### src/rtl/prio_irq_pkg.sv
package prio_irq_pkg;
  localparam int PRIO_W  = 3;
  localparam int NUM_LVL = 1 << PRIO_W;

  typedef enum logic [1:0] {
    RG_CTRL = 2'd0,
    RG_PRIO = 2'd1,
    RG_VEC  = 2'd2,
    RG_NONE = 2'd3
  } region_e;

  typedef enum logic [2:0] {
    CR_ENABLE  = 3'd0,
    CR_DISABLE = 3'd1,
    CR_MASK    = 3'd2,
    CR_VECTOR  = 3'd3,
    CR_EOI     = 3'd4,
    CR_SPUR    = 3'd5,
    CR_PEND    = 3'd6,
    CR_LEVELS  = 3'd7
  } ctrl_reg_e;
endpackage

### src/rtl/prio_irq_arbiter.sv
module prio_irq_arbiter
  import prio_irq_pkg::*;
#(
  parameter int NUM_SRC = 8,
  parameter int SRC_AW  = 3
)(
  input  logic [NUM_SRC-1:0]        pend,
  input  logic [NUM_SRC*PRIO_W-1:0] prio_flat,
  input  logic                      top_valid,
  input  logic [PRIO_W-1:0]         top_lvl,
  output logic                      win_valid,
  output logic [SRC_AW-1:0]         win_id,
  output logic [PRIO_W-1:0]         win_prio,
  output logic                      win_elig
);
  // ascending scan with strict compare: lower index keeps ties
  always_comb begin
    win_valid = 1'b0;
    win_id    = '0;
    win_prio  = '0;
    for (int i = 0; i < NUM_SRC; i++) begin
      if (pend[i] && (!win_valid || prio_flat[i*PRIO_W +: PRIO_W] > win_prio)) begin
        win_valid = 1'b1;
        win_id    = SRC_AW'(i);
        win_prio  = prio_flat[i*PRIO_W +: PRIO_W];
      end
    end
  end

  assign win_elig = win_valid && (!top_valid || win_prio > top_lvl);
endmodule

### src/rtl/prio_irq_level_stack.sv
module prio_irq_level_stack
  import prio_irq_pkg::*;
(
  input  logic               clk,
  input  logic               rst,
  input  logic               push,
  input  logic [PRIO_W-1:0]  push_lvl,
  input  logic               pop,
  output logic [NUM_LVL-1:0] lvl_q,
  output logic               top_valid,
  output logic [PRIO_W-1:0]  top_lvl
);
  logic [NUM_LVL-1:0] lvl_d;

  always_comb begin
    top_valid = |lvl_q;
    top_lvl   = '0;
    for (int i = 0; i < NUM_LVL; i++)
      if (lvl_q[i]) top_lvl = PRIO_W'(i);
  end

  always_comb begin
    lvl_d = lvl_q;
    if (pop && top_valid) lvl_d[top_lvl] = 1'b0;
    if (push) lvl_d[push_lvl] = 1'b1;
  end

  always_ff @(posedge clk) begin
    if (rst) lvl_q <= '0;
    else     lvl_q <= lvl_d;
  end
endmodule

### src/rtl/prio_irq_vec_ram.sv
module prio_irq_vec_ram #(
  parameter int DEPTH = 8,
  parameter int DW    = 32,
  localparam int AW   = (DEPTH > 1) ? $clog2(DEPTH) : 1
)(
  input  logic          clk,
  input  logic          we,
  input  logic [AW-1:0] waddr,
  input  logic [DW-1:0] wdata,
  input  logic          re,
  input  logic [AW-1:0] raddr,
  output logic [DW-1:0] rdata_q
);
  logic [DW-1:0] mem [DEPTH];

  always_ff @(posedge clk) begin
    if (we) mem[waddr] <= wdata;
    if (re) rdata_q <= mem[raddr];
  end
endmodule

### src/rtl/prio_irq_ctrl.sv
module prio_irq_ctrl
  import prio_irq_pkg::*;
#(
  parameter int NUM_SRC = 8,
  parameter int DATA_W  = 32,
  localparam int SRC_AW = (NUM_SRC > 1) ? $clog2(NUM_SRC) : 1,
  localparam int IDX_W  = (SRC_AW > 3) ? SRC_AW : 3,
  localparam int ADDR_W = IDX_W + 2
)(
  input  logic              clk,
  input  logic              rst,
  input  logic [NUM_SRC-1:0] irq_src,
  input  logic              bus_wr,
  input  logic              bus_rd,
  input  logic [ADDR_W-1:0] bus_addr,
  input  logic [DATA_W-1:0] bus_wdata,
  output logic [DATA_W-1:0] bus_rdata,
  output logic              irq_o,
  output logic              fiq_o
);
  // address decode
  region_e           rg;
  logic [IDX_W-1:0]  idx;
  logic [SRC_AW-1:0] sidx;
  ctrl_reg_e         op;
  logic              ctrl_hit, src_hit;

  assign rg       = region_e'(bus_addr[ADDR_W-1 -: 2]);
  assign idx      = bus_addr[IDX_W-1:0];
  assign sidx     = idx[SRC_AW-1:0];
  assign op       = ctrl_reg_e'(idx[2:0]);
  assign ctrl_hit = (rg == RG_CTRL) && (int'(idx) < 8);
  assign src_hit  = int'(idx) < NUM_SRC;

  logic ena_wr, dis_wr, eoi_wr, spur_wr, prio_wr, vec_wr, vec_rd, vtab_rd;
  assign ena_wr  = bus_wr && ctrl_hit && (op == CR_ENABLE);
  assign dis_wr  = bus_wr && ctrl_hit && (op == CR_DISABLE);
  assign eoi_wr  = bus_wr && ctrl_hit && (op == CR_EOI);
  assign spur_wr = bus_wr && ctrl_hit && (op == CR_SPUR);
  assign prio_wr = bus_wr && (rg == RG_PRIO) && src_hit;
  assign vec_wr  = bus_wr && (rg == RG_VEC) && src_hit;
  assign vec_rd  = bus_rd && ctrl_hit && (op == CR_VECTOR);
  assign vtab_rd = bus_rd && (rg == RG_VEC) && src_hit;

  // state
  logic [NUM_SRC-1:0]        mask_q, pend, pend_norm;
  logic [PRIO_W-1:0]         prio_q [NUM_SRC];
  logic [NUM_SRC*PRIO_W-1:0] prio_flat;
  logic [DATA_W-1:0]         spur_q;

  always_ff @(posedge clk) begin
    if (rst)         mask_q <= '0;
    else if (ena_wr) mask_q <= mask_q | bus_wdata[NUM_SRC-1:0];
    else if (dis_wr) mask_q <= mask_q & ~bus_wdata[NUM_SRC-1:0];
  end

  always_ff @(posedge clk) begin
    if (rst)          spur_q <= '0;
    else if (spur_wr) spur_q <= bus_wdata;
  end

  for (genvar g = 0; g < NUM_SRC; g++) begin : g_prio
    always_ff @(posedge clk) begin
      if (rst)                                 prio_q[g] <= '0;
      else if (prio_wr && sidx == SRC_AW'(g))  prio_q[g] <= bus_wdata[PRIO_W-1:0];
    end
    assign prio_flat[g*PRIO_W +: PRIO_W] = prio_q[g];
  end

  assign pend      = irq_src & mask_q;
  assign pend_norm = {pend[NUM_SRC-1:1], 1'b0};

  // arbitration and nesting
  logic                win_valid, win_elig, top_valid;
  logic [SRC_AW-1:0]   win_id;
  logic [PRIO_W-1:0]   win_prio, top_lvl;
  logic [NUM_LVL-1:0]  lvl_q;

  prio_irq_arbiter #(.NUM_SRC(NUM_SRC), .SRC_AW(SRC_AW)) u_arb (
    .pend(pend_norm), .prio_flat(prio_flat), .top_valid(top_valid), .top_lvl(top_lvl),
    .win_valid(win_valid), .win_id(win_id), .win_prio(win_prio), .win_elig(win_elig)
  );

  prio_irq_level_stack u_lvl (
    .clk(clk), .rst(rst), .push(vec_rd && win_elig), .push_lvl(win_prio), .pop(eoi_wr),
    .lvl_q(lvl_q), .top_valid(top_valid), .top_lvl(top_lvl)
  );

  // vector memory
  logic [DATA_W-1:0] mem_q;
  prio_irq_vec_ram #(.DEPTH(NUM_SRC), .DW(DATA_W)) u_vram (
    .clk(clk), .we(vec_wr), .waddr(sidx), .wdata(bus_wdata),
    .re(bus_rd), .raddr(vec_rd ? win_id : sidx), .rdata_q(mem_q)
  );

  // request outputs
  always_ff @(posedge clk) begin
    if (rst) begin
      irq_o <= 1'b0;
      fiq_o <= 1'b0;
    end else begin
      irq_o <= win_elig;
      fiq_o <= pend[0];
    end
  end

  // read path
  logic [DATA_W-1:0] rd_mux, reg_q;
  logic              sel_mem_q;

  always_comb begin
    rd_mux = '0;
    case (rg)
      RG_CTRL: if (ctrl_hit) begin
        case (op)
          CR_MASK:   rd_mux[NUM_SRC-1:0] = mask_q;
          CR_VECTOR: rd_mux = spur_q;
          CR_SPUR:   rd_mux = spur_q;
          CR_PEND:   rd_mux[NUM_SRC-1:0] = pend;
          CR_LEVELS: rd_mux[NUM_LVL-1:0] = lvl_q;
          default:   ;
        endcase
      end
      RG_PRIO: if (src_hit) rd_mux[PRIO_W-1:0] = prio_q[sidx];
      default: ;
    endcase
  end

  always_ff @(posedge clk) begin
    if (rst) begin
      reg_q     <= '0;
      sel_mem_q <= 1'b0;
    end else if (bus_rd) begin
      reg_q     <= rd_mux;
      sel_mem_q <= vtab_rd || (vec_rd && win_elig);
    end
  end

  assign bus_rdata = sel_mem_q ? mem_q : reg_q;
endmodule

### config.mk
export PLATFORM = sky130hd
export DESIGN_NAME = prio_irq_ctrl
export DESIGN_NICKNAME = d
export VERILOG_FILES = /design/src/rtl/prio_irq_pkg.sv /design/src/rtl/prio_irq_arbiter.sv /design/src/rtl/prio_irq_level_stack.sv /design/src/rtl/prio_irq_vec_ram.sv /design/src/rtl/prio_irq_ctrl.sv
export SDC_FILE = /design/constraint.sdc
export NUM_CORES = 1
export LEC_CHECK = 0
export ABC_AREA = 1
export BUFFER_PORTS_ARGS = -buffer_cell sky130_fd_sc_hd__buf_2
export CORE_ASPECT_RATIO = 1.2
export CORE_MARGIN = 5
export CORE_UTILIZATION = 28
export DETAILED_ROUTE_END_ITERATION = 16
export MAX_ROUTING_LAYER = met4
export PLACE_DENSITY = 0.45
export SLEW_MARGIN = 20
export SYNTH_ARGS = -nofsm -noshare
export SYNTH_HDL_FRONTEND = slang
export SYNTH_SLANG_ARGS = --single-unit
export TNS_END_PERCENT = 50
### constraint.sdc
create_clock -name clk -period 7.95 [get_ports clk]
set_clock_uncertainty 0.1 [all_clocks]
set_input_delay 0.795 -clock clk [delete_from_list [all_inputs] [get_ports clk]]
set_output_delay 0.795 -clock clk [all_outputs]
set_load 0.02 [all_outputs]
Yosys cells after proc, flatten, opt, wreduce, memory -nomap -nowiden --
Memories as Yosys holds them, arrays and structs flattened. A register that Yosys moved wholly into a read port is not among the register bits. Index checks and enable logic that the tools add are counted.
Storage, ports and cells: register bits after elaboration 83, bits in writable memories 280, bits of input ports 49, output and inout bits 34, logic and storage cells 171, memories 2
Memories:
- u_vram.mem | words 8, bits a word 32, rd ports 1, clocked after memory_dff 1, wr ports 1, line prio_irq_vec_ram.sv:14 | logic [DW-1:0] mem [DEPTH];
- prio_q | words 8, bits a word 3, rd ports 8, clocked after memory_dff 0, wr ports 8, line prio_irq_ctrl.sv:47 | logic [PRIO_W-1:0] prio_q [NUM_SRC];
Cells by class: $lt $le $gt $ge 11, equality and inequality tests 9, mux-type cells 78, bitwise gates (word level) 15, reductions and logical operators 49
Operators by type and width (count):
- $mux W3 | 24
- $mux W1 | 39
- $mux W32 | 1
- $mux W8 | 4
- $pmux W8 S4 | 1
- $logic_and A1 B1 Y1 | 29
- $mux W29 | 1
- $and A8 B8 Y8 | 3
- $mux W24 | 1
- $gt A3 B3 Y1 | 7
- $not A8 Y8 | 2
- $or A8 B8 Y8 | 2
- $eq A3 B3 Y1 const B | 4
- $logic_or A1 B1 Y1 | 8
- $lt A3 B4 Y1 const B | 2
- $mux W2 | 4
- $or A1 B1 Y1 | 8
- $reduce_or A8 Y1 | 1
- $logic_not A1 Y1 | 7
- $demux W1 S3 | 2
- $eq A3 B2 Y1 const B | 2
- $ge A3 B1 Y1 const B | 2
- $pmux W3 S2 | 1
- $eq A3 B1 Y1 const B | 1
- other kinds (6) | 6

Depth between registers and ports, before layout --
Gate-level depths: netlist of the first run.
word-level depth 32, gate-level depth with buffers 67

Cells and area by module --
A second synthesis of the first run with hierarchy kept.
Unflattened totals: cells, all modules 2023, area, all modules 18395.1 sq um
Modules (own cells, without submodules):
- prio_irq_vec_ram | times used 1, cells an instance 1156, area an instance 12192.9 sq um, sequential area each 8648.3 sq um
- prio_irq_ctrl | times used 1, cells an instance 602, area an instance 4601.9 sq um, sequential area each 2222.1 sq um
- prio_irq_arbiter | times used 1, cells an instance 192, area an instance 1137.3 sq um, sequential area each 0.0 sq um
- prio_irq_level_stack | times used 1, cells an instance 73, area an instance 462.9 sq um, sequential area each 160.2 sq um

Worst setup path before layout of the first run --
OpenSTA, ideal clock, no wires.
path type input -> register, start point input port irq_src[1], end point register u_lvl.lvl_q[0], setup time 0.070 ns, arrival time 7.724 ns, required time 7.780 ns, slack 0.055 ns, cell stages on the path 64, cell sequence nand2_4 -> nor2_1 -> inv_1 -> ha_1 -> a21oi_1 -> nand2_1 -> nand2_1 -> nand2_2 -> nand2_2 -> nand2_1 -> nand2_1 -> ha_1 -> a21oi_1 -> o21ai_1 -> nand2_1 -> nand2_2 -> nand2_2 -> nand3_1 -> [28 not listed] -> a21oi_1 -> o21ai_0 -> nand2_1 -> nand2_1 -> nand2_2 -> inv_1 -> nand2_1 -> nand2_1 -> ha_1 -> nand2_1 -> o21ai_0 -> a21o_1 -> o21ai_0 -> inv_1 -> nand2_1 -> nor2_1 -> nand2_1 -> a21oi_1
On the way: cells in the longest elaborated chain, start to end 32
Ends and longest elaborated chain:
- start: declaration | line prio_irq_ctrl.sv:12 | input logic [NUM_SRC-1:0] irq_src,
- $and A8 B8 Y8 (*) | line prio_irq_ctrl.sv:70 | assign pend = irq_src & mask_q;
- $mux W3 / $mux W1 (equally long branches) | line prio_irq_arbiter.sv:22 | if (pend[i] && (!win_valid || prio_flat[i*PRIO_W +: PRIO_W] > win_prio)) begin
- $gt A3 B3 Y1 / $logic_not A1 Y1 (equally long branches) | line prio_irq_arbiter.sv:22
- $logic_or A1 B1 Y1 | line prio_irq_arbiter.sv:22
- $logic_and A1 B1 Y1 | line prio_irq_arbiter.sv:22
- $mux W3 / $mux W1 (equally long branches) | line prio_irq_arbiter.sv:22
- $gt A3 B3 Y1 / $logic_not A1 Y1 (equally long branches) | line prio_irq_arbiter.sv:22
- $logic_or A1 B1 Y1 | line prio_irq_arbiter.sv:22
- [16 not listed]
- $logic_and A1 B1 Y1 | line prio_irq_arbiter.sv:22
- $mux W3 | line prio_irq_arbiter.sv:22
- $lt A3 B4 Y1 (implied by the code) / $ge A3 B1 Y1 (equally long branches) | line prio_irq_level_stack.sv:25 | if (push) lvl_d[push_lvl] = 1'b1;
- $logic_and A1 B1 Y1 (implied by the code) | line prio_irq_level_stack.sv:25
- $mux W1 (implied by the code) | line prio_irq_level_stack.sv:25
- $demux W1 S3
- $or A8 B8 Y8 (no source line)
- $mux W8 (*) | line prio_irq_level_stack.sv:25
- end signal: assignment | line prio_irq_level_stack.sv:30 | else lvl_q <= lvl_d;
- end: declaration | line prio_irq_level_stack.sv:9 | output logic [NUM_LVL-1:0] lvl_q,
Mark *: on every way between the ends. The rest lies on a longest branch, timed or not. A chain may end at the register's enable or synchronous reset.

==> impl_summary.md, run 1 <==
Status
The flow ran to the end, and the final reports show no timing, DRC or antenna violations.

Die
For this configuration, the core starts out at a cell density of 28.3%. The height of the die is 287 um. The horizontal die dimension is 241 um. In this run the count of I/O pins placed on the die edge is 83.

The row count is a little over 100. The die covers 0.0691 mm2. The region available for standard cell placement spans 0.0633 mm2.

Power
In this run the static leakage power is between 8 and 9 nW. The worst vdd rail ir drop is between 0.1 and 0.15 mV. The overall power after layout is 4.64 mW. The total power divided by cell area is 215 mW/mm2.

Timing
The tightest hold path in the finished design has a slack of ~0.36 ns. The summed negative setup slack over all endpoints is 0 ns. Static timing analysis puts the maximum clock frequency at 134 MHz. The hold violation total from the final report was 0. Setup violations remaining at the end of the flow were counted as 0. The slew at the pin closest to its max-slew limit is 1.11 ns. The final period demand of the worst path is 7.46 ns. The final critical-path share of the clock period is between 90% and 100%. The max-slew violation count is 0.

Headroom to the max-slew limit came out at between 20% and 30%.

Drt
The remaining design rule violation count is 0. The total iterations of the first detailed-routing run is 5. In the routed layout, each cell is associated on average with a via count of ~4.7.

Dividing the detail-routed wire length by the instance count gives 19.8 um. The detail route stage leaves a number of antenna-violating nets equal to 0. The total via count after detailed routing is 13,188. The total length of routed wires is 55.9 mm.

For this block, the initial DRC count from the detailed router was between 900 and 1,000.

Finish
The number of fill cells is ~6,400. The count of nets after finishing is 2,033. Summing all multi-input logic gate instances after layout gives 0.00601 mm2.

The area growth from synthesis to layout is 20.5%. The footprint of the flip-flops and latches is approximately 0.011 mm2. After the flow finishes, the layout carries non-filler instances totaling 2,823. Cells with a size suffix above 1 make up between 15 and 20% of the layout.

Synthesis
The Yosys step of the flow raised 0 warnings. The instance count of the mapped netlist is between 1,500 and 2,000. The number of enable-type register cells in the synthesized netlist is 312. The average cell area after synthesis is about 9.8 um2. The flip-flop and latch count after synthesis is ~400. Yosys attributes the largest share of cell area to edfxtp_1 52%, nand2_1 9.5%, dfxtp_1 9.3%. The async set-reset flop share out of synthesis is 0%. Among all flip-flop cells after synthesis, the most frequent one is edfxtp_1.

Of all cell types, the one taking the most synthesized area is edfxtp_1. The area share of the leading cell type in the synthesized netlist is a little over half. Synthesis instantiated between 40 and 50 different standard cells from the library. The synthesized cell area is 0.0179 mm2.

When the netlist entered floorplanning its net count stood at roughly 1,900. Sequential cells were found to cover 61.6% of the synthesized design area.

Critical path
The category of the most critical setup path is reg -> reg. Data arrives at the worst endpoint at 7.67 ns. The type of destination of the critical path is a register. The register-to-register path setup slack is 0.49 ns. Data on the critical path is required at its endpoint by 8.16 ns. STA classifies the critical path startpoint as a register.

In this design, the stage delay of the slowest critical-path cell is between 0.4 and 0.5 ns. The maximum fanout count along the critical path is 21. The terminus of the critical flop-to-flop path is u_vram.rdata_q[6]$_DFFE_PP_. The worst register-to-register path has a depth of 61. The slowest library cell on the worst path is dfxtp_4. Counting stages on the worst path, the most repeated cell is nand2_1.

Min path
The launch point of the worst hold path is spur_q[14]$_SDFFE_PP0P_. The endpoint with the worst hold slack is reg_q[14]$_SDFFE_PP0P_. The type of the tightest min-delay check is reg -> reg.

The count of cells along the worst hold path is 2.

CTS
The CTS buffer count is 42. The clock transition at the register clock pins on the worst setup and hold paths after CTS is 0.06 ns. TritonCTS built the clock tree. After clock tree synthesis, the flow added hold-fix buffers numbering 0. In this run the number of H-tree levels came out at 2. The clock net in this run drives a total of 395 sinks. No sink is reached through more buffers than the 3 on the longest clock path. The later-pin clock latency in the skew report is 0.57 ns.

CTS placed an instance of clkbuf_16 at the clock tree root.

Global route
Global routing finished with a remaining overflow of 0. Entering global routing, the biggest net connects between 60 and 70 pins. The first global-routing pass estimated 81.6 mm of wire. In the global route stage, overall resource usage came out at 16.0%. The initial antenna violation count is 6. The number of global-route vias before repair is 13,002.

Place
The congestion estimate from routability-driven global placement came to 0.887. The half-perimeter wire length of the detailed placement result is 33.2 mm. During placement, the flow inserted port buffers numbering 82. The number of cells in the design after placement is around 2,700.

Flow run
Across the run, the number of max-cap violations was 0.
## per-stage QoR
step                      worst slack, ns  utilization (%)  instance area [um2]
final                               0.487             34.1                21600
after global routing               -0.145             34.1                21600
after CTS                        -0.00644             33.3                21100
after detailed placement           -0.480             31.1                19700
after global placement             -0.246             31.1                19700
after floorplan                    0.0555                -                17900
## critical path: cells and delay by family, from the launching register on
family          cells  cell delay [ns]
fa+ha+maj           6             1.66
flops               1             0.41
buf+inv             8             0.95
simple gates       41             3.53
compound gates      6             0.54
## worst max path at each step
| stage | from | end |
|---|---|---|
| floorplan | irq_src[1] | u_lvl.lvl_q[0]$_SDFF_PP0_ |
| global placement | irq_src[1] | u_lvl.lvl_q[6]$_SDFF_PP0_ |
| detailed placement | irq_src[1] | u_lvl.lvl_q[6]$_SDFF_PP0_ |
| CTS | register | u_lvl.lvl_q[6]$_SDFF_PP0_ |
| global route | prio_q[1][2]$_SDFFCE_PN0P_ | u_lvl.lvl_q[6]$_SDFF_PP0_ |
| finish | register | u_vram.rdata_q[6]$_DFFE_PP_ |
## Yosys cell counts (3+ instances only)
master	count
a21oi_1	64
a221oi_1	3
a22oi_1	4
buf_1	9
buf_2	14
buf_4	12
buf_6	14
clkbuf_1	34
clkinv_1	5
dfxtp_1	83
edfxtp_1	312
ha_1	21
inv_1	198
inv_2	5
mux2_2	32
nand2_1	452
nand2_2	13
nand3_1	137
nand3b_1	64
nor2_1	192
nor3_1	4
o2111ai_1	4
o21ai_0	61
o21ai_1	66
o221ai_1	4
o22ai_1	7
## per-layer routing
| layer | vias to the layer above | track usage (%) | part of all wire (%) |
|---|---|---|---|
| met2 | 329 | 27.5 | 50 |
| met4 | 0 | 3.94 | 2.2 |
| met5 | - | - | 0 |
| met1 | 6387 | 20.1 | 43 |
| li1 | 6385 | - | - |
| met3 | 87 | 2.43 | 4.8 |
## registers in the layout, indices dropped and copies added, names as in the netlist, named ones only
name / cells
spur_q: 32
irq_o: 1
sel_mem_q: 1
prio_q: 24
u_vram.rdata_q: 32
u_lvl.lvl_q: 8
reg_q: 32
u_vram.mem: 256
fiq_o: 1
## placed cells by master, fill, tap and decap left out, types with 5 or more instances in the layout
cell type	synthesis	layout
nand2_1	452	440
edfxtp_1	312	312
inv_1	198	195
nor2_1	192	178
nand3_1	137	125
dfxtp_1	83	81
buf_2	14	81
o21ai_1	66	68
buf_4	12	65
nand3b_1	64	64
a21oi_1	64	58
o21ai_0	61	56
clkbuf_16	0	47
mux2_2	32	32
nand2_2	13	21
nor2_4	1	14
nand3_2	0	12
clkbuf_1	34	11
buf_12	0	11
clkinv_1	5	10
ha_1	21	10
ha_4	0	10
inv_2	5	8
o22ai_1	7	7
a21oi_2	1	6
clkinv_2	0	5
## logic make-up after synthesis
kind of cell / synth area share (%)
AOI/OAI and AO/OA: 6.88
muxes: 2.01
buffers and inverters: 7.07
adders and majority gates: 1.47
and+or+nand+nor: 20.9
DFF: 61.6
## final cells by class
class | instances | share of cell area (%)
sequential | 395 | 51.1
multi-input combinational | 1148 | 27.9
timing repair buffer | 167 | 6.10
clock buffer | 59 | 5.55
tap | 824 | 4.78
inverter | 209 | 3.65
clock inverter | 17 | 0.881
antenna | 4 | 0.0464
## timing repair
| item | in CTS | in global routing |
|---|---|---|
| resized for setup | 1 | 76 |
| setup endpoints to repair | 8 | 42 |
| pin swaps | 0 | 14 |
| buffers inserted | 0 | 5 |
| gates cloned | 0 | 3 |
## power by group
group	switching, mW	internal [mW]	total, mW
sequential	0.0188	2.27	2.29
combinational	0.234	0.114	0.348
clock	0.826	1.18	2.01
total	1.08	3.57	4.64
Note: power is estimated with default switching activity, not from simulation.
==> run 2: changes to the inputs <==
--- a/config.mk
+++ b/config.mk
@@ -12,7 +12,7 @@
 export CORE_UTILIZATION = 28
 export DETAILED_ROUTE_END_ITERATION = 16
 export MAX_ROUTING_LAYER = met4
-export PLACE_DENSITY = 0.45
+export PLACE_DENSITY_LB_ADDON = 0.05
 export SLEW_MARGIN = 20
 export SYNTH_ARGS = -nofsm -noshare
 export SYNTH_HDL_FRONTEND = slang
==> run 2 against run 1 <==
Net effect: sequential power is essentially flat; combinational power grew 2%; utilization grew 0.45 points; critical path type unchanged; final area grew 1.3%; clock power grew 3%; count of clock-buffer cells in the layout grew 7; fmax grew 0.39%; highest routed layer unchanged; via count shrank 0.28%; register-to-register slack gained 0.03 ns; global-route usage grew 1.4 points; power grew 1.4%; critical endpoint is now u_lvl.lvl_q[0]$_SDFF_PP0_.
==> impl_summary.md, run 2 (synthesis results as in run 1) <==
Status
Run status: completed (unchanged).

Drt
The total length of routed wires is 60.1 mm (was 55.9 mm). The mean number of vias per cell was 4.60 (was 4.67). The final routed wire length divided by cell count is 21.0 um (was 19.8 um). The total iterations of the first detailed-routing run came to 5 (unchanged).

The initial DRC count is 824 (was 916). The total via count after detailed routing is 13,151 (was 13,188). The remaining design rule violation count is 0 (unchanged). The number of nets with antenna violations after routing is 0 (unchanged).

Timing
The hold violation total from the final report is 0 (unchanged). The slew at the pin closest to its max-slew limit came to 0.987 ns (was 1.11 ns). The total of endpoints with negative setup slack in the final report is 0 (unchanged). The max-slew violation count is 0 (unchanged). The final critical-path setup slack came to 0.516 ns (was 0.487 ns). The worst slew margin relative to its limit came to 34.2% (was 25.8%). The final critical-path share of the clock period is 93.5% (was 93.9%). The final period demand of the worst path came to 7.43 ns (was 7.46 ns). The maximum clock frequency is 135 MHz (was 134 MHz).

Die
The height of the die came to 287 um (unchanged). The horizontal die dimension is 241 um (unchanged). The row count was 101 (unchanged). The starting density of the core is 28.3% (unchanged). The overall die area is 0.0691 mm2 (unchanged). The total I/O pin count is 83 (unchanged).

The area of the core region came to 0.0633 mm2 (unchanged).

Min path
The count of cells along the worst hold path came to 2 (unchanged). The type of the tightest min-delay check is reg -> reg (unchanged). The launch point of the worst hold path is spur_q[21]$_SDFFE_PP0P_ (was spur_q[14]$_SDFFE_PP0P_). The endpoint with the worst hold slack is reg_q[21]$_SDFFE_PP0P_ (was reg_q[14]$_SDFFE_PP0P_).

Critical path
The number of cell instances on the worst register-to-register path is 62 (was 61). The terminus of the critical flop-to-flop path is u_lvl.lvl_q[0]$_SDFF_PP0_ (was u_vram.rdata_q[6]$_DFFE_PP_). The maximum fanout count along the critical path is 6 (was 21).

The data required time of the worst path was 8.35 ns (was 8.16 ns). The category of the most critical setup path is reg -> reg (unchanged). The count of buffer and inverter cells on the critical path is 7 (was 8).

The category of the worst setup path launch point is a register (unchanged). The cell type group with the largest total delay on the critical path is simple AND/OR/NAND/NOR gates (unchanged). The arrival time reported for the critical path endpoint is 7.83 ns (was 7.67 ns). The slowest library cell on the worst path is dfxtp_4 (unchanged). The register-to-register path setup slack is 0.52 ns (was 0.49 ns). The highest cell delay on the worst timing path came to 0.39 ns (was 0.41 ns).

The cell repeated most along the worst path is nand2_1 (unchanged). The type of destination of the critical path is a register (unchanged).

CTS
The clock transition at the register clock pins on the worst setup and hold paths after CTS is 0.06 ns (about the same). The number of H-tree branching levels is 2 (unchanged). The hold-fix buffer count after cts was 0 (unchanged). The CTS buffer count is 45 (was 42).

The clock tree buffer depth was 3 (unchanged). The TritonCTS clock tree is built (unchanged). The CTS sink count came to 395 (unchanged). The library cell used as clock root buffer is clkbuf_16 (unchanged). The later-pin clock latency in the skew report is 0.58 ns (was 0.57 ns).

Power
The static leakage power is 8.86 nW (was 8.68 nW). The total power divided by cell area was 215 mW/mm2 (about the same). The worst vdd rail ir drop is 0.142 mV (was 0.134 mV).

Finish
The top register by number of flip-flops is u_vram.mem (unchanged). Leading cell types in the layout, fill and taps excluded: 438 x nand2_1, 312 x edfxtp_1, 193 x inv_1, 178 x nor2_1, 126 x nand3_1 (was 440 x nand2_1, 312 x edfxtp_1, 195 x inv_1, 178 x nor2_1, 125 x nand3_1). The flip-flop count of the largest register after layout is 256 (unchanged). The area growth from synthesis to final layout was 22.1% (was 20.5%). The count of nets after finishing is 2,062 (was 2,033). The post-layout instance count excluding filler cells is 2,856 (was 2,823).

The number of fill cells was 6,418 (was 6,420). The area occupied by multi-input gates is 0.00599 mm2 (was 0.00601 mm2). The final core utilization is 34.5% (was 34.1%). The leading cell type in the layout, fill and taps excluded is nand2_1 (unchanged). The footprint of the flip-flops and latches is 0.0110 mm2 (unchanged). The share of final-layout standard cells stronger than drive strength 1 is 18.7% (was 17.6%).

Global route
The initial antenna violation count is 5 (was 6). The number of global-route vias before repair is 13,142 (was 13,002). The maximum number of pins on one net before global-route repair came to 61 (was 66). The overall overflow remaining after global route was 0 (unchanged).

The global-route total usage across every layer is 17.4% (was 16.0%). The wire length of the first global-routing pass is 86.9 mm (was 81.6 mm).

Place
The post-placement setup slack is -0.576 ns (was -0.480 ns). The placer congestion estimate came to 0.898 (was 0.887). The half-perimeter wire length of the detailed placement result is 35.3 mm (was 33.2 mm).

The quantity of I/O buffers inserted on ports was 82 (unchanged). The number of cells in the design after placement came to 2,760 (was 2,735).

Flow run
The total of max-cap violations came to 0 (unchanged).
-- run 2: cell count changes in the layout (fill, tap and decap cells not counted), moves of 4 or more --
cell      delta
buf_4       +22
buf_12       +7
clkbuf_1     +4
nand2_4      +4
-- run 2: report_power, final --
| group | switching, mW | internal [mW] | leakage (nW) |
|---|---|---|---|
| Combinational | 0.239 | 0.115 | 4.63 |
| Sequential | 0.0182 | 2.27 | 3.52 |
| Clock | 0.862 | 1.21 | 0.706 |
| Total | 1.12 | 3.59 | 8.86 |
-- run 2: area by class of cell --
type | count | area share (%)
inverters | 209 | 3.60
clock inverters | 17 | 0.893
repair buffers | 192 | 7.07
flip-flops and latches | 395 | 50.5
well taps | 824 | 4.72
clock buffers | 66 | 5.79
multi-input cells | 1149 | 27.4
diodes | 4 | 0.0458
-- run 2: worst min-delay path, stage by stage (launching register included) --
cell,delay (ns)
dfxtp_1,0.30
nand2_1,0.06
a21oi_1,0.05
-- run 2: stage by stage --
step	hold WS (ns)	total power [mW]	TNS (ns)	area [um2]
4_1_cts	0.356	4.78	0	21500
5_1_grt	0.371	4.91	-0.314	21900
6_report	0.356	4.71	0	21900
3_5_place_dp	0.349	2.68	-17.05	20000
3_3_place_gp	0.344	2.68	-9.90	20000
2_1_floorplan	0.337	2.51	0	17900
-- run 2: layer usage --
| metal | up-vias | part of all wire [%] | global-route usage [%] |
|---|---|---|---|
| li1 | 6458 | - | - |
| met3 | 88 | 3.7 | 2.77 |
| met2 | 219 | 49 | 28.8 |
| met1 | 6386 | 45 | 22.1 |
| met5 | - | 0 | - |
| met4 | 0 | 2.9 | 5.21 |
-- run 2: how the worst max path moves through the flow --
stage,to,from,cells past startpoint,slack [ns]
floorplan,u_lvl.lvl_q[0]$_SDFF_PP0_,irq_src[1],64,0.06
global route,u_lvl.lvl_q[1]$_SDFF_PP0_,register,63,-0.04
CTS,u_lvl.lvl_q[1]$_SDFF_PP0_,register,64,0.006
global placement,u_lvl.lvl_q[3]$_SDFF_PP0_,irq_src[1],65,-0.31
detailed placement,u_lvl.lvl_q[6]$_SDFF_PP0_,irq_src[1],64,-0.58
finish,u_lvl.lvl_q[0]$_SDFF_PP0_,register,62,0.52
-- run 2: repair_timing --
action                     4_1_cts  5_1_grt
setup endpoints to repair       14       42
gates cloned                     0        3
buffers inserted                 0        6
pin swaps                        0       12
gates resized for setup          7       64
==> run 3: changes to the inputs <==
--- a/config.mk
+++ b/config.mk
@@ -13,6 +13,7 @@
 export DETAILED_ROUTE_END_ITERATION = 16
 export MAX_ROUTING_LAYER = met4
 export PLACE_DENSITY_LB_ADDON = 0.05
+export RECOVER_POWER = 100
 export SLEW_MARGIN = 20
 export SYNTH_ARGS = -nofsm -noshare
 export SYNTH_HDL_FRONTEND = slang
==> run 3 against run 2 <==
Net effect: largest power group unchanged; combinational power is 2% lower; via count hardly changed; highest routed layer unchanged; critical path type unchanged; final cell count hardly changed; utilization is 0.23 points lower; sequential cell count stayed put; critical endpoint unchanged; die area stayed put; the flow now finishes with violations (capacitance limit, slew limit); clock power hardly changed; worst hold slack worse by 0.00065 ns; count of clock-buffer cells in the layout stayed put.
==> impl_summary.md, run 3 (synthesis results as in run 1) <==
Status
Run status: complete, but fails checks (was completed). The checks that failed: capacitance limit, slew limit.

Critical path
The cell repeated most along the worst path was nand2_1 (unchanged). The data required time of the worst path is 8.35 ns (about the same). The slowest library cell on the worst path is dfxtp_4 (unchanged). The maximum fanout count along the critical path was 6 (unchanged). The arrival time reported for the critical path endpoint came to 7.84 ns (was 7.83 ns).

The type of destination of the critical path is a register (unchanged). The register-to-register path setup slack is 0.52 ns (about the same). The category of the most critical setup path is reg -> reg (unchanged). The category of the worst setup path launch point is a register (unchanged).

The highest cell delay on the worst timing path is 0.39 ns (about the same).

Drt
The remaining design rule violation count was 0 (unchanged). The initial DRC count is 818 (was 824). The detailed route wirelength on metal2 is 29.4 mm (was 29.3 mm). The number of nets with antenna violations after routing is 0 (unchanged). The total via count after detailed routing came to 13,139 (was 13,151). The final routed wire length divided by cell count came to 21.0 um (about the same).

The total iterations of the first detailed-routing run is 5 (unchanged). The detailed-route wire length on metal 1 was 26.5 mm (was 26.9 mm). The sum of met3 wire segment lengths after detailed routing is 2.54 mm (was 2.20 mm). The highest signal layer in the routed design is met4 (unchanged). The mean number of vias per cell is 4.60 (about the same). The total length of routed wires is 60.0 mm (was 60.1 mm).

Finish
The area growth from synthesis to final layout came to 21.3% (was 22.1%). The final core utilization came to 34.3% (was 34.5%). The post-layout instance count excluding filler cells is 2,855 (was 2,856). Leading cell types in the layout, fill and taps excluded: 439 x nand2_1, 312 x edfxtp_1, 194 x inv_1, 182 x nor2_1, 126 x nand3_1 (was 438 x nand2_1, 312 x edfxtp_1, 193 x inv_1, 178 x nor2_1, 126 x nand3_1). The top register by number of flip-flops was u_vram.mem (unchanged). The flip-flop count of the largest register after layout came to 256 (unchanged). The count of nets after finishing was 2,062 (unchanged). The share of final-layout standard cells stronger than drive strength 1 is 14.3% (was 18.7%). The leading cell type in the layout, fill and taps excluded is nand2_1 (unchanged).

Power
The worst vdd rail ir drop is 0.137 mV (was 0.142 mV). The static leakage power is 8.67 nW (was 8.86 nW). The overall power after layout is 4.71 mW (about the same). The total power divided by cell area is 217 mW/mm2 (was 215 mW/mm2).

Timing
The post-route worst hold slack is 0.355 ns (was 0.356 ns). The summed negative setup slack over all endpoints is 0 ns (unchanged). The final critical-path share of the clock period was 93.5% (about the same). The final period demand of the worst path was 7.43 ns (about the same). The total of endpoints with negative setup slack in the final report was 0 (unchanged). The max-slew violation count was 399 (was 0). The hold violation total from the final report is 0 (unchanged). The slew at the pin closest to its max-slew limit is 3.37 ns (was 0.987 ns).

The maximum clock frequency is 135 MHz (about the same). The worst slew margin relative to its limit is -125% (was 34.2%).

Die
The total I/O pin count is 83 (unchanged). The starting density of the core is 28.3% (unchanged). The height of the die is 287 um (unchanged). The area of the core region is 0.0633 mm2 (unchanged). The row count is 101 (unchanged). The horizontal die dimension is 241 um (unchanged). The overall die area was 0.0691 mm2 (unchanged).

Global route
The overall overflow remaining after global route was 0 (unchanged). The number of global-route vias before repair is 13,142 (unchanged). The global-route total usage across every layer is 17.4% (unchanged).

The wire length of the first global-routing pass is 86.9 mm (unchanged). The maximum number of pins on one net before global-route repair is 61 (unchanged). The initial antenna violation count is 6 (was 5).

CTS
The later-pin clock latency in the skew report came to 0.59 ns (was 0.58 ns). The clock tree buffer depth is 3 (unchanged). The CTS buffer count is 45 (unchanged). The TritonCTS clock tree is built (unchanged). The library cell used as clock root buffer is clkbuf_16 (unchanged). The number of H-tree branching levels came to 2 (unchanged). The CTS sink count is 395 (unchanged). The clock transition at the register clock pins on the worst setup and hold paths after CTS is 0.06 ns (about the same).

Place
The half-perimeter wire length of the detailed placement result came to 35.3 mm (unchanged). The placer congestion estimate is 0.898 (unchanged). The quantity of I/O buffers inserted on ports is 82 (unchanged). The number of cells in the design after placement is 2,760 (unchanged).

Flow run
The total of max-cap violations is 15 (was 0).

Min path
The type of the tightest min-delay check is reg -> reg (unchanged).
[run 3: changes by cell type in the layout (fill, tap and decap cells not counted), moves of 2 or more]
cell | before | now
nor2_1 | 178 | 182
nor2_4 | 12 | 9
buf_4 | 87 | 73
clkbuf_1 | 15 | 76
buf_2 | 81 | 34
mux2_1 | 0 | 18
inv_2 | 9 | 7
mux2_2 | 32 | 14
[run 3: stage by stage]
step	worst slack [ns]	cell area (um2)
3_3_place_gp	-0.306	20000
2_1_floorplan	0.0555	17900
5_1_grt	-0.0417	21700
6_report	0.515	21700
3_5_place_dp	-0.576	20000
4_1_cts	0.00617	21500
[run 3: timing repair]
action                                  in CTS  in global routing
pin swaps                                    0                 12
resized for setup                            7                 64
endpoints found under the setup margin      14                 42
cloned                                       0                  3
setup buffers                                0                  6
hold buffers                                 0                  0
[run 3: final timing paths]
path         depth (start not counted)                        end               startpoint
max                                 62  u_lvl.lvl_q[0]$_SDFF_PP0_                 register
min                                  2     reg_q[13]$_SDFFE_PP0P_  spur_q[13]$_SDFFE_PP0P_
max reg2reg                         62  u_lvl.lvl_q[0]$_SDFF_PP0_                 register
min reg2reg                          2     reg_q[13]$_SDFFE_PP0P_  spur_q[13]$_SDFFE_PP0P_
[run 3: where the power goes]
group,leakage (nW),total [mW],switching [mW],internal [mW]
clock network,0.706,2.07,0.864,1.21
logic,4.44,0.348,0.238,0.109
registers,3.52,2.29,0.0181,2.27
total,8.67,4.71,1.12,3.59
[run 3: layout make-up]
| cell class | count | area, um2 |
|---|---|---|
| Antenna cell | 3 | 7.51 |
| Clock buffer | 66 | 1260 |
| Clock inverter | 17 | 195 |
| Fill cell | 6450 | 41600 |
| Inverter | 209 | 787 |
| Multi-Input combinational cell | 1149 | 5960 |
| Sequential cell | 395 | 11000 |
| Tap cell | 824 | 1030 |
| Timing Repair Buffer | 192 | 1440 |
[run 3: critical path: cells and delay by family, from the launching register on]
family          cells  cell delay (ns)
compound gates     10             0.96
fa+ha+maj           7             1.90
buf+inv             7             0.80
flops               1             0.39
simple gates       38             3.17
[run 3: layer usage]
metal | up-vias | GRT usage, %
met5 | - | -
met2 | 250 | 28.8
met3 | 85 | 2.77
li1 | 6457 | -
met1 | 6347 | 22.1
met4 | 0 | 5.21
